**src/rtl/clkctl_pkg.sv**
```systemverilog
package clkctl_pkg;

  localparam int unsigned BYTE_W = 8;

  typedef enum logic [2:0] {
    ST_IDLE,
    ST_RX,
    ST_ACK,
    ST_TX,
    ST_TXACK
  } eng_state_t;

  typedef enum logic [1:0] {
    PH_ADDR,
    PH_PTR,
    PH_DATA
  } eng_phase_t;

  // Strap level: 00 low=0, 01 mid=1, 10/11 high=2
  function automatic logic [1:0] strap_level(input logic [1:0] code);
    logic [1:0] lvl;
    case (code)
      2'b00:   lvl = 2'd0;
      2'b01:   lvl = 2'd1;
      default: lvl = 2'd2;
    endcase
    return lvl;
  endfunction

  // Base-3 index from two straps; 8 means both high (SPI hand-over)
  function automatic logic [3:0] strap_index(input logic [1:0] hi, input logic [1:0] lo);
    logic [3:0] h, l;
    h = {2'b00, strap_level(hi)};
    l = {2'b00, strap_level(lo)};
    return (h * 4'd3) + l;
  endfunction

  function automatic logic [BYTE_W-1:0] reg_default(input int unsigned idx);
    logic [BYTE_W-1:0] v;
    if (idx < 5) v = BYTE_W'(idx * 17);
    else         v = '0;
    return v;
  endfunction

  function automatic logic [1:0] ref_enable(input logic [1:0] code, input logic [1:0] sel);
    return (code == 2'b00) ? sel : code;
  endfunction

endpackage

```
**src/rtl/clkctl_bus_sync.sv**
```systemverilog
module clkctl_bus_sync #(
  parameter int unsigned SYNC_N = 2
) (
  input  logic clk,
  input  logic rst_n,
  input  logic scl_in,
  input  logic sda_in,
  output logic sda_s,
  output logic scl_rise,
  output logic scl_fall,
  output logic start_evt,
  output logic stop_evt
);

  logic [SYNC_N-1:0] scl_ff, sda_ff;
  logic              scl_q, sda_q;
  logic              scl_s;

  always_ff @(posedge clk or negedge rst_n) begin
    if (!rst_n) begin
      scl_ff <= '1;
      sda_ff <= '1;
      scl_q  <= 1'b1;
      sda_q  <= 1'b1;
    end else begin
      scl_ff <= {scl_ff[SYNC_N-2:0], scl_in};
      sda_ff <= {sda_ff[SYNC_N-2:0], sda_in};
      scl_q  <= scl_ff[SYNC_N-1];
      sda_q  <= sda_ff[SYNC_N-1];
    end
  end

  assign scl_s     = scl_ff[SYNC_N-1];
  assign sda_s     = sda_ff[SYNC_N-1];
  assign scl_rise  = scl_s & ~scl_q;
  assign scl_fall  = ~scl_s & scl_q;
  assign start_evt = scl_s & scl_q & sda_q & ~sda_s;
  assign stop_evt  = scl_s & scl_q & ~sda_q & sda_s;

endmodule

```
**src/rtl/clkctl_byte_engine.sv**
```systemverilog
module clkctl_byte_engine
  import clkctl_pkg::*;
(
  input  logic              clk,
  input  logic              rst_n,
  input  logic              enable,
  input  logic [6:0]        dev_addr,
  input  logic              scl_rise,
  input  logic              scl_fall,
  input  logic              start_evt,
  input  logic              stop_evt,
  input  logic              sda_s,
  input  logic [BYTE_W-1:0] rd_data,
  output logic              sda_drive_low,
  output logic              wr_en,
  output logic [7:0]        ptr_o,
  output logic [BYTE_W-1:0] wr_data,
  output logic              busy
);

  localparam int unsigned CNT_W = $clog2(BYTE_W + 1);
  localparam logic [CNT_W-1:0] CNT_FULL = CNT_W'(BYTE_W);
  localparam logic [CNT_W-1:0] CNT_LAST = CNT_W'(BYTE_W - 1);

  eng_state_t        state;
  eng_phase_t        phase;
  logic [CNT_W-1:0]  bitcnt;
  logic [BYTE_W-1:0] shreg;
  logic [7:0]        ptr;
  logic              rw;
  logic              mack;
  logic              byte_in_done;
  logic              bus_ok;

  assign bus_ok       = enable & ~stop_evt & ~start_evt;
  assign byte_in_done = (state == ST_RX) && scl_fall && (bitcnt == CNT_FULL);

  always_ff @(posedge clk or negedge rst_n) begin
    if (!rst_n) begin
      state  <= ST_IDLE;
      phase  <= PH_ADDR;
      bitcnt <= '0;
      shreg  <= '0;
      ptr    <= '0;
      rw     <= 1'b0;
      mack   <= 1'b0;
    end else if (!enable || stop_evt) begin
      state <= ST_IDLE;
    end else if (start_evt) begin
      state  <= ST_RX;
      phase  <= PH_ADDR;
      bitcnt <= '0;
    end else begin
      case (state)
        ST_RX: begin
          if (scl_rise && bitcnt != CNT_FULL) begin
            shreg  <= {shreg[BYTE_W-2:0], sda_s};
            bitcnt <= bitcnt + 1'b1;
          end
          if (byte_in_done) begin
            case (phase)
              PH_ADDR: begin
                if (shreg[BYTE_W-1:1] == dev_addr) begin
                  rw    <= shreg[0];
                  phase <= shreg[0] ? PH_DATA : PH_PTR;
                  state <= ST_ACK;
                end else begin
                  state <= ST_IDLE;
                end
              end
              PH_PTR: begin
                ptr   <= shreg;
                phase <= PH_DATA;
                state <= ST_ACK;
              end
              default: begin
                ptr   <= ptr + 8'd1;
                state <= ST_ACK;
              end
            endcase
          end
        end
        ST_ACK: begin
          if (scl_fall) begin
            bitcnt <= '0;
            if (rw) begin
              shreg <= rd_data;
              ptr   <= ptr + 8'd1;
              state <= ST_TX;
            end else begin
              state <= ST_RX;
            end
          end
        end
        ST_TX: begin
          if (scl_fall) begin
            if (bitcnt == CNT_LAST) begin
              state <= ST_TXACK;
            end else begin
              shreg  <= {shreg[BYTE_W-2:0], 1'b0};
              bitcnt <= bitcnt + 1'b1;
            end
          end
        end
        ST_TXACK: begin
          if (scl_rise) mack <= ~sda_s;
          if (scl_fall) begin
            if (mack) begin
              shreg  <= rd_data;
              ptr    <= ptr + 8'd1;
              bitcnt <= '0;
              state  <= ST_TX;
            end else begin
              state <= ST_IDLE;
            end
          end
        end
        default: state <= ST_IDLE;
      endcase
    end
  end

  assign wr_en         = bus_ok & byte_in_done & (phase == PH_DATA);
  assign wr_data       = shreg;
  assign ptr_o         = ptr;
  assign busy          = (state != ST_IDLE);
  assign sda_drive_low = enable &
                         ((state == ST_ACK) || ((state == ST_TX) && !shreg[BYTE_W-1]));

endmodule

```
**src/rtl/clkctl_reg_bank.sv**
```systemverilog
module clkctl_reg_bank
  import clkctl_pkg::*;
#(
  parameter int unsigned NREGS    = 8,
  parameter int unsigned IDS_REG  = 5,
  parameter int unsigned IDS_LSB  = 2,
  parameter int unsigned SRST_REG = 6,
  parameter int unsigned SRST_BIT = 4,
  parameter int unsigned IRQ_REG  = 7,
  parameter int unsigned IRQ_BIT  = 0
) (
  input  logic              clk,
  input  logic              rst_n,
  input  logic              mr_in,
  input  logic              wr_en,
  input  logic [7:0]        idx,
  input  logic [BYTE_W-1:0] wr_data,
  output logic [BYTE_W-1:0] rd_data,
  output logic [1:0]        ids_code,
  output logic              irq,
  output logic              soft_evt
);

  localparam int unsigned IW = $clog2(NREGS);
  localparam logic [7:0] NREG_B = 8'(NREGS);

  logic [BYTE_W-1:0] regs [NREGS];
  logic              idx_ok;

  assign idx_ok   = (idx < NREG_B);
  assign soft_evt = wr_en && (idx == 8'(SRST_REG)) && wr_data[SRST_BIT];

  always_ff @(posedge clk or negedge rst_n) begin
    if (!rst_n) begin
      for (int unsigned i = 0; i < NREGS; i++) regs[i] <= reg_default(i);
    end else if (mr_in || soft_evt) begin
      for (int unsigned i = 0; i < NREGS; i++) regs[i] <= reg_default(i);
    end else if (wr_en && idx_ok) begin
      regs[idx[IW-1:0]] <= wr_data;
    end
  end

  assign rd_data  = idx_ok ? regs[idx[IW-1:0]] : '0;
  assign ids_code = regs[IDS_REG][IDS_LSB +: 2];
  assign irq      = regs[IRQ_REG][IRQ_BIT];

endmodule

```
**src/rtl/clkgen_ctl_slave.sv**
```systemverilog
module clkgen_ctl_slave
  import clkctl_pkg::*;
#(
  parameter logic [3:0]  ADDR_PREFIX = 4'b1101,
  parameter int unsigned SYNC_N      = 2,
  parameter int unsigned NREGS       = 8
) (
  input  logic       clk,
  input  logic       rst_n,
  input  logic       mr_in,
  input  logic       scl_in,
  input  logic       sda_in,
  output logic       sda_drive_low,
  input  logic [1:0] strap_hi,
  input  logic [1:0] strap_lo,
  input  logic [1:0] sel_pins,
  output logic       spi_sel,
  output logic [1:0] ref_en,
  output logic       irq
);

  localparam logic [3:0] SPI_IDX = 4'd8;

  logic              sda_s, scl_rise, scl_fall, start_evt, stop_evt;
  logic              wr_en, busy, soft_evt;
  logic [7:0]        ptr;
  logic [BYTE_W-1:0] wr_data, rd_data;
  logic [1:0]        ids_code;
  logic [3:0]        sidx;
  logic [6:0]        dev_addr;

  assign sidx     = strap_index(strap_hi, strap_lo);
  assign spi_sel  = (sidx == SPI_IDX);
  assign dev_addr = {ADDR_PREFIX, sidx[2:0]};

  clkctl_bus_sync #(.SYNC_N(SYNC_N)) u_sync (
    .clk       (clk),
    .rst_n     (rst_n),
    .scl_in    (scl_in),
    .sda_in    (sda_in),
    .sda_s     (sda_s),
    .scl_rise  (scl_rise),
    .scl_fall  (scl_fall),
    .start_evt (start_evt),
    .stop_evt  (stop_evt)
  );

  clkctl_byte_engine u_eng (
    .clk           (clk),
    .rst_n         (rst_n),
    .enable        (~spi_sel),
    .dev_addr      (dev_addr),
    .scl_rise      (scl_rise),
    .scl_fall      (scl_fall),
    .start_evt     (start_evt),
    .stop_evt      (stop_evt),
    .sda_s         (sda_s),
    .rd_data       (rd_data),
    .sda_drive_low (sda_drive_low),
    .wr_en         (wr_en),
    .ptr_o         (ptr),
    .wr_data       (wr_data),
    .busy          (busy)
  );

  clkctl_reg_bank #(.NREGS(NREGS)) u_bank (
    .clk      (clk),
    .rst_n    (rst_n),
    .mr_in    (mr_in),
    .wr_en    (wr_en),
    .idx      (ptr),
    .wr_data  (wr_data),
    .rd_data  (rd_data),
    .ids_code (ids_code),
    .irq      (irq),
    .soft_evt (soft_evt)
  );

  assign ref_en = ref_enable(ids_code, sel_pins);

endmodule

```
**config.mk**
```make
export PLATFORM = sky130hd
export DESIGN_NAME = clkgen_ctl_slave
export DESIGN_NICKNAME = d
export VERILOG_FILES = /design/src/rtl/clkctl_pkg.sv /design/src/rtl/clkctl_bus_sync.sv /design/src/rtl/clkctl_byte_engine.sv /design/src/rtl/clkctl_reg_bank.sv /design/src/rtl/clkgen_ctl_slave.sv
export SDC_FILE = /design/constraint.sdc
export NUM_CORES = 1
export LEC_CHECK = 0
export ABC_AREA = 1
export BUFFER_PORTS_ARGS = -buffer_cell sky130_fd_sc_hd__buf_2
export CORE_MARGIN = 1
export CORE_UTILIZATION = 57
export CTS_CLUSTER_SIZE = 10
export DETAILED_ROUTE_END_ITERATION = 8
export GPL_TIMING_DRIVEN = 1
export PLACE_DENSITY = 0.8
export SYNTH_ARGS = -nofsm -noshare
export SYNTH_HDL_FRONTEND = slang
export SYNTH_SLANG_ARGS = --single-unit
export TNS_END_PERCENT = 1
```
**constraint.sdc**
```tcl
create_clock -name clk -period 2.6 [get_ports clk]
set_input_delay 0.52 -clock clk [delete_from_list [all_inputs] [get_ports clk]]
set_output_delay 0.52 -clock clk [all_outputs]
set_load 0.02 [all_outputs]
```
Word-level counts from Yosys, hierarchy flattened
Index checks and enable logic that the tools add are counted.

operators by class
  reduce and logical (&&, ||, !) cells = 30
  multipliers = 1
  multiplexer cells = 53
  $lt $le $gt $ge = 3
  bitwise logic cells = 21
  eq/ne operators = 35
  add/subtract/negate cells = 3

operators by type and width
  cell                 count
  $mux 64              2
  $mux 8               16
  $bwmux 64            1
  $pmux 8 s4           1
  $mux 4               7
  $bmux 8 s3           1
  $demux 8 s3          1
  $pmux 8 s3           1
  $mux 3               7
  $mux 2               10
  $ne 4x1->1 const B   4
  $pmux 4 s4           1
  $pmux 8 s2           1
  $ne 3x1->1 const B   5
  $and 1x1->1          12
  $ne 2x1->1 const B   6
  $pmux 2 s2           3
  $pmux 3 s4           1
  $reduce_and 10->1    1
  $reduce_and 5->1     2
  $reduce_and 9->1     1
  $add 8x1->8 const B  1
  $eq 4x4->1 const B   2
  $eq 8x3->1 const B   1
  30 further kinds     58

storage, ports and cells
  bits of input ports = 11
  bits in registers = 97
  output and inout bits = 5
  logic and storage cells = 165

Longest topological paths before layout
Gate-level depths: netlist of the first run.

  depth after elaboration = 14
  mapped depth = 17
  depth with buffers taken out = 16

By module
From an unflattened synthesis of the first run, not the netlist that was laid out.

unflattened totals
  cells, all modules = 812
  area, all modules = 5,828.1 um^2

by module, submodules not included
  module              area an instance (um^2)  cells each  sequential area each (um^2)  times used
  clkctl_reg_bank     3,519.6                  472         1,614.0                      1
  clkctl_byte_engine  1,951.9                  293         675.6                        1
  clkctl_bus_sync     198.9                    17          157.7                        1
  clkgen_ctl_slave    157.7                    30          0.0                          1

Worst setup path after synthesis of the first run
OpenSTA, ideal clock, no wires.

  path type = input-to-output
  start point = input strap_hi[1]
  end point = output sda_drive_low
  path slack = -517 ps
  stages = 8
  required time = 2,080 ps
  path buffers = 0
  arrival = 2,597 ps
  cell sequence = or2_2 -> ha_1 -> ha_1 -> fa_1 -> nor2_1 -> nand2_1 -> inv_1 -> a211oi_1

between the ends
  cells in the longest elaborated chain, start to end = 7
  elaborated cells between the ends (all ways) = 8
  those cells by class = add/sub (1); mul (1); eq/ne (2); mux (1); bitwise (2); reduce/logical (1)

ends and longest elaborated chain
  item                                           line                       RTL
  from (decl)                                    clkgen_ctl_slave.sv:14     input logic [1:0] strap_hi,
  $eq 2x1->1 or $logic_not 2->1 (tied branches)  clkctl_pkg.sv:22           case (code)
  $pmux 2 s2 (*)                                 clkctl_pkg.sv:22
  $mul 2x2->4 (*)                                clkctl_pkg.sv:35           return (h * 4'd3) + l;
  $add 4x2->4 (*)                                clkctl_pkg.sv:35
  $eq 4x4->1 (*)                                 clkgen_ctl_slave.sv:33     assign spi_sel = (sidx == SPI_IDX);
  via spi_sel                                    clkgen_ctl_slave.sv:17     output logic spi_sel,
  $not 1->1 (*)                                  clkgen_ctl_slave.sv:51     .enable (~spi_sel),
  $and 1x1->1 (*)                                clkctl_byte_engine.sv:127  assign sda_drive_low = enable &
  to (decl)                                      clkgen_ctl_slave.sv:13     output logic sda_drive_low,

The timed path passes the listed nets; every way through them passes the cells marked *.

Worst setup path in the final report of the first run
  start point = input strap_hi[1]
  end point = output sda_drive_low

between the ends
  cells in the longest elaborated chain, start to end = 7
  elaborated cells between the ends (all ways) = 8
  those cells by class = add/sub (1); mul (1); eq/ne (2); mux (1); bitwise (2); reduce/logical (1)

ends and longest elaborated chain
  item                                           line
  $eq 2x1->1 or $logic_not 2->1 (tied branches)  clkctl_pkg.sv:22
  $pmux 2 s2 (*)                                 clkctl_pkg.sv:22
  $mul 2x2->4 (*)                                clkctl_pkg.sv:35
  $add 4x2->4 (*)                                clkctl_pkg.sv:35
  $eq 4x4->1 (*)                                 clkgen_ctl_slave.sv:33
  $not 1->1 (*)                                  clkgen_ctl_slave.sv:51
  $and 1x1->1 (*)                                clkctl_byte_engine.sv:127

Mark *: on every way between the ends. The rest lies on a longest branch, timed or not.

==> impl_metrics.tcl, run 1 <==
set metrics [dict create \
    r2r-start "u_eng.ptr_o[0]" \
    antenna_left 0 \
    num_rows 37 \
    synth_top_area_share_pct 32.7 \
    start_util_pct 59.5 \
    finalCriticalPeriod_ns 2.85 \
    cap_violations 0 \
    power_density_nw_per_um2 819 \
    hold_violations 0 \
    p_switching_uw 2520 \
    clkLatencyLatePin_ns 0.38 \
    p_sw_share_pct 45.3 \
    yosysTopAreaCell "dfrtp_1" \
    fin_skew_ns 0.00780 \
    crit_chain "buf_2 -> or2_4 -> ha_4 -> ha_4 -> fa_1 -> nor2_1 -> nand2_1 -> buf_4 -> inv_2 -> a211oi_2 -> buf_4" \
    holdWs_ns 0.103 \
    cts-htree-levels 3 \
    drive_gt1_share_pct 13.5 \
    dieHeight_microns 106 \
    wl_mm 15.1 \
    synth_area_per_cell_sq_um 6.67 \
    crit_type "input pin to output port" \
    place_ws_ns -0.369 \
    p_leak_uw 0.00395 \
    cp-startpoint "strap_hi[1]" \
    tns_ns -4.43 \
    routabilityCongestion 0.891 \
    violations "setup timing" \
    ys_seq_area_share_pct 39.5 \
    pwr-share-seq_pct 36.3 \
    fin_ws_ns -0.253 \
    cts_sinks 97 \
    worstSetupStartpointType "input pin" \
    cts_root_buf "clkbuf_8" \
    slew_headroom_pct 55.3 \
    antennaDiodeCount 0 \
    wl_per_cell_microns 13.9 \
    overflow 0 \
    p_int_uw 3040 \
    fin_util_pct 65.2 \
    synth_edf_count 0 \
    clockBufferDepth 2 \
    synth_ff_type "dfrtp_1" \
    final_nets 968 \
    yosysWarnings 0 \
    dp.cells 1072 \
    p_clk_share_pct 18.7 \
    drv_slew 0 \
    syn_inst 929 \
    ios 16 \
    path_buf_inv 4 \
    finalNonFillerCells 1090 \
    track_usage_pct 28.7 \
    route.vias.total 5693 \
    die_w_microns 106 \
    first_global_vias 5051 \
    cp.arrival_ns 2.33 \
    cts_buffers 9 \
    core_sq_um 10400 \
    syn_to_final_growth_pct 9.65 \
    dieArea_sq_um 11300 \
    drt_iter0_drc 505 \
    slowest_delay_ns 0.50 \
    grt_max_degree 46 \
    synth_nets 948 \
    synth_area_sq_um 6200 \
    ys_seq_elements 97 \
    status "complete, but fails checks" \
    drc 0 \
    finalSetupViolCount 71 \
    drtPass1Iterations 5 \
    ys_types 37 \
    post-dp-hpwl_mm 10.3 \
    viasPerCell 5.22 \
    port_buffers 15 \
    fmax_mhz 351 \
    cts_tree "done" \
    period_share_pct 110 \
    grt_pass1_wl_mm 25.1 \
    async_flop_share_pct 100 \
    antenna_found_initial 0 \
    pwr-share-comb_pct 45.0 \
    synthTopCellsByArea "dfrtp_1 33%, nand2_1 21%, nor2_1 9.4%" \
    path_delay_family "adder cells" \
    synth.most_common_cell "nand2_1" \
    cp.required_ns 2.08 \
    ys_top_cells_by_count "345 x nand2_1, 156 x nor2_1, 106 x inv_1" \
    cp_max_fo 2 \
    worst_pin_slew_ns 0.670 \
    vdd_drop_max_uv 426 \
    critical_path.slowest_cell "fa_1" \
    end_kind "output port" \
    clkTransAtPathRegs_ns 0.09 \
    rsz0062_at_grt "true" \
    hold_buffers 0 \
    min_path_type "input pin to async pin" \
]
==> sequential cells by signal, summed over array words and instances (netlist names) <==
signal	count
u_sync.scl_ff	2
u_eng.phase	2
u_eng.bitcnt	4
u_eng.rw	1
u_sync.sda_ff	2
u_eng.ptr_o	8
u_eng.wr_data	8
u_sync.scl_q	1
u_eng.state	3
u_bank.ids_code	2
u_bank.irq	1
u_bank.regs	61
u_eng.mack	1
u_sync.sda_q	1
==> cells by family after synthesis <==
kind of cell | count (synthesis) | synth area share [%]
and+or+nand+nor | 607 | 42.5
buffers and inverters | 156 | 11.0
DFF | 97 | 39.5
AOI/OAI and AO/OA | 59 | 4.99
adders and majority gates | 8 | 1.74
xor gates and xnor gates | 2 | 0.283
==> cells in the final DEF (no fill, tap or decap), drive strengths merged <==
| cell | Yosys | final |
|---|---|---|
| xnor2 | 1 | 1 |
| or2 | 2 | 2 |
| nor3b | 1 | 1 |
| buf | 23 | 52 |
| nand3b | 4 | 4 |
| nor2 | 168 | 168 |
| fa | 1 | 1 |
| dfstp | 16 | 16 |
| xor2 | 1 | 1 |
| inv | 111 | 111 |
| o21ai | 44 | 44 |
| o22ai | 4 | 4 |
| dfrtp | 81 | 81 |
| a211oi | 2 | 2 |
| a31oi | 1 | 1 |
| nand3 | 59 | 59 |
| clkinv | 2 | 3 |
| nand4 | 17 | 17 |
| nor3 | 6 | 6 |
| clkbuf | 20 | 14 |
| ha | 7 | 7 |
| bufinv | 0 | 1 |
| nand2 | 350 | 350 |
| o211ai | 1 | 1 |
| a21oi | 7 | 7 |
==> worst register-to-register path: cells and delay by family (launching register included) <==
family | cells | cell delay (ns)
buffers and inverters | 2 | 0.71
AND/OR/NAND/NOR | 5 | 0.85
flip-flops | 1 | 0.35
==> worst paths after layout <==
check,endpoint,slack [ns],depth (start not counted)
max in group asynchronous,u_bank.regs[30],1.82,2
worst max register to register,u_bank.regs[2],0.62,7
worst min-delay path,u_eng.ptr_o[0],0.10,1
worst max-delay path,sda_drive_low,-0.25,11
worst min register to register,u_sync.sda_ff[1],0.36,0
min in group clk,u_sync.scl_ff[0],0.23,1
==> what timing repair did <==
| item | in CTS | in global routing |
|---|---|---|
| setup endpoints to repair | 2 | 75 |
| buffers inserted | 1 | 1 |
| gates resized for setup | 3 | 10 |
| pin swaps | 3 | 2 |
==> routing by layer <==
layer	vias to the layer above	share of wire (%)	global-route usage, %	wire [microns]
met5	-	0	0	0
met4	0	2.2	9.52	337
met3	29	6.2	5.21	941
met2	195	46	43.6	6910
met1	2597	46	41.1	6950
li1	2872	-	-	-
==> cell type report <==
type,instances,area [sq um]
flip-flops and latches,97,2450
well taps,136,170
clock inverters,2,35.0
clock buffers,14,173
multi-input cells,676,3130
fillers,956,3620
repair buffers,52,415
inverters,113,424
==> power groups by stage <==
stage / Sequential, uW / Combinational, uW / Clock, uW
2_1_floorplan: 1840 / 1870 / 0
3_3_place_gp: 2030 / 2390 / 0
3_5_place_dp: 2030 / 2430 / 0
4_1_cts: 2000 / 2450 / 1060
5_1_grt: 2040 / 2820 / 1130
6_report: 2020 / 2500 / 1040
==> stage by stage <==
stage,cell area (sq um),power (uW)
after global placement,6540,4420
after floorplan,6230,3710
after global routing,6800,5990
after detailed placement,6540,4470
after CTS,6760,5520
final,6800,5570
(Power assumes the default switching activity.)
==> inputs of run 2 (changes only) <==
--- a/config.mk
+++ b/config.mk
@@ -7,12 +7,14 @@
 export LEC_CHECK = 0
 export ABC_AREA = 1
 export BUFFER_PORTS_ARGS = -buffer_cell sky130_fd_sc_hd__buf_2
+export CELL_PAD_IN_SITES_DETAIL_PLACEMENT = 0
+export CELL_PAD_IN_SITES_GLOBAL_PLACEMENT = 1
 export CORE_MARGIN = 1
-export CORE_UTILIZATION = 57
+export CORE_UTILIZATION = 41
 export CTS_CLUSTER_SIZE = 10
 export DETAILED_ROUTE_END_ITERATION = 8
 export GPL_TIMING_DRIVEN = 1
-export PLACE_DENSITY = 0.8
+export PLACE_DENSITY = 0.79
 export SYNTH_ARGS = -nofsm -noshare
 export SYNTH_HDL_FRONTEND = slang
 export SYNTH_SLANG_ARGS = --single-unit
==> run 2 against run 1 <==
Compared with the run above: the run ends with DRC, setup timing left; sequential power about the same; utilization decreased by 17 points; non-clock buffer count increased by 5; largest cell class unchanged; critical path depth unchanged; total power increased by 6.5%; first-iteration DRC count decreased by 20%; die area increased by 38%; cell count increased by 4.9%.
==> impl_metrics.tcl, run 2 (synthesis gave the netlist of run 1 again) <==
set metrics [dict create \
    critical_path.slowest_cell "fa_1" \
    start_util_pct 42.3 \
    fmax_mhz 352 \
    grt_pass1_wl_mm 27.8 \
    port_buffers 15 \
    crit_cells 11 \
    fillCellCount 1535 \
    slowest_delay_ns 0.49 \
    gr-max-usage-layer "met2" \
    antennaDiodeCount 0 \
    worstSetupStartpointType "input pin" \
    cts_root_buf "clkbuf_16" \
    final_common_cell "nand2_1" \
    viasPerCell 4.87 \
    track_usage_pct 22.7 \
    fin_skew_ns 0.00487 \
    wl_per_cell_microns 14.2 \
    clkTransAtPathRegs_ns 0.07 \
    drc 2 \
    final_nets 973 \
    overflow 0 \
    slew_headroom_pct 51.6 \
    cp_max_fo 2 \
    violations "DRC, setup timing" \
    endpoint "sda_drive_low" \
    cap_violations 0 \
    top_register "u_bank.regs" \
    hold_buffers 0 \
    hold_violations 0 \
    cts-htree-levels 3 \
    drv_slew 0 \
    grtUsageMet1_pct 31.6 \
    r2r-start "u_eng.ptr_o[1]" \
    rrSetupSlack_ns 0.64 \
    cp.arrival_ns 2.32 \
    dieHeight_microns 125 \
    p_leak_uw 0.00403 \
    dieArea_sq_um 15600 \
    antenna_found_initial 0 \
    fin_ws_ns -0.238 \
    crit_chain "buf_2 -> or2_4 -> ha_4 -> ha_4 -> fa_1 -> nor2_1 -> nand2_1 -> buf_4 -> inv_2 -> a211oi_2 -> buf_4" \
    power_density_nw_per_um2 844 \
    min_path_type "input pin to async pin" \
    period_share_pct 109 \
    die_w_microns 125 \
    drtPass1Iterations 7 \
    drt_iter0_drc 402 \
    place_ws_ns -0.397 \
    antenna_left 0 \
    finalCriticalPeriod_ns 2.84 \
    path_buf_inv 4 \
    vdd_drop_max_uv 377 \
    dp.cells 1125 \
    grt_max_degree 51 \
    first_global_vias 5335 \
    gr-usage-met2_pct 36.2 \
    cts_tree "done" \
    finalSetupViolCount 74 \
    post-dp-hpwl_mm 11.4 \
    cts_sinks 97 \
    num_rows 44 \
    end_kind "output port" \
    layout_common_cells "344 x nand2_1, 154 x nor2_1, 103 x inv_1, 81 x dfrtp_1, 50 x nand3_1" \
    use_met3_pct 2.70 \
    cp-startpoint "strap_hi[1]" \
    crit_type "input pin to output port" \
    core_sq_um 14600 \
    routabilityCongestion 0.806 \
    rsz0062_at_grt "true" \
    route.vias.total 5571 \
    worst_pin_slew_ns 0.726 \
    syn_to_final_growth_pct 13.4 \
    clockBufferDepth 2 \
    ios 16 \
    cp.required_ns 2.08 \
    finalNonFillerCells 1143 \
    path_delay_family "adder cells" \
    wl_mm 16.3 \
    timing.rr.end "u_eng.wr_data[0]" \
    largest_register_ff_count 61 \
    drive_gt1_share_pct 14.3 \
    ff2ff_path_depth 10 \
    clkLatencyLatePin_ns 0.36 \
    cts_buffers 9 \
    status "complete, but fails checks" \
]
run 2: cell count changes in the layout (fill, tap and decap cells not counted), moves of 2 or more:
cell	change
inv_2	-2
clkinv_2	+3
buf_12	+3
clkbuf_8	-11
buf_4	+2
clkbuf_16	+9
clkbuf_1	-2
inv_4	+2
run 2: worst min path at each step:
| stage | end | slack, ns |
|---|---|---|
| after floorplan | u_bank.ids_code[0] | 0.22 |
| after global placement | u_sync.sda_ff[1] | 0.35 |
| after detailed placement | u_sync.scl_ff[1] | 0.35 |
| after CTS | u_eng.state[1] | 0.05 |
| after global routing | u_eng.state[1] | 0.06 |
| final | u_eng.state[1] | 0.05 |
run 2: per-layer routing:
metal	vias to the layer above	share of wire (%)
li1	2884	-
met4	0	2.3
met2	92	45
met1	2568	49
met5	-	0
met3	27	3.2
run 2: repair_timing:
item,CTS,global route
pin swaps,6,3
setup buffers,2,0
setup endpoints to repair,14,90
gates resized for setup,9,8
run 2: stage by stage:
| step | hold slack [ns] | utilization, % | area, sq um | setup TNS (ns) | total power, uW |
|---|---|---|---|---|---|
| 2_1_floorplan | 0.224 | - | 6230 | -16.55 | 3710 |
| 3_3_place_gp | 0.352 | 45.5 | 6670 | -27.51 | 4580 |
| 3_5_place_dp | 0.349 | 45.5 | 6670 | -30.24 | 4570 |
| 4_1_cts | 0.0537 | 47.8 | 7000 | -4.00 | 5970 |
| 5_1_grt | 0.0623 | 48.0 | 7030 | -13.97 | 6420 |
| 6_report | 0.0468 | 48.0 | 7030 | -4.19 | 5930 |
run 2: final cells by class:
cell class                 instances  area (sq um)  area share [%]
timing repair buffer              57           490            6.98
sequential                        97          2450            34.8
inverter                         113           429            6.11
clock buffer                      10           239            3.40
clock inverter                     6          57.6           0.819
multi-input combinational        676          3140            44.6
tap                              184           230            3.28
run 2: worst reg2reg max path: cells and delay by family, from the launching register on:
kind | cells | cell delay (ns)
and+or+nand+nor | 8 | 0.89
buffers and inverters | 1 | 0.25
DFF | 1 | 0.61
AOI/OAI and AO/OA | 1 | 0.10
run 2: where the power goes:
group          total, uW  leakage (uW)  internal [uW]  switching (uW)
Sequential          2040       0.00127           1700             348
Combinational       2520       0.00261            849            1670
Clock               1360      0.000148            765             599
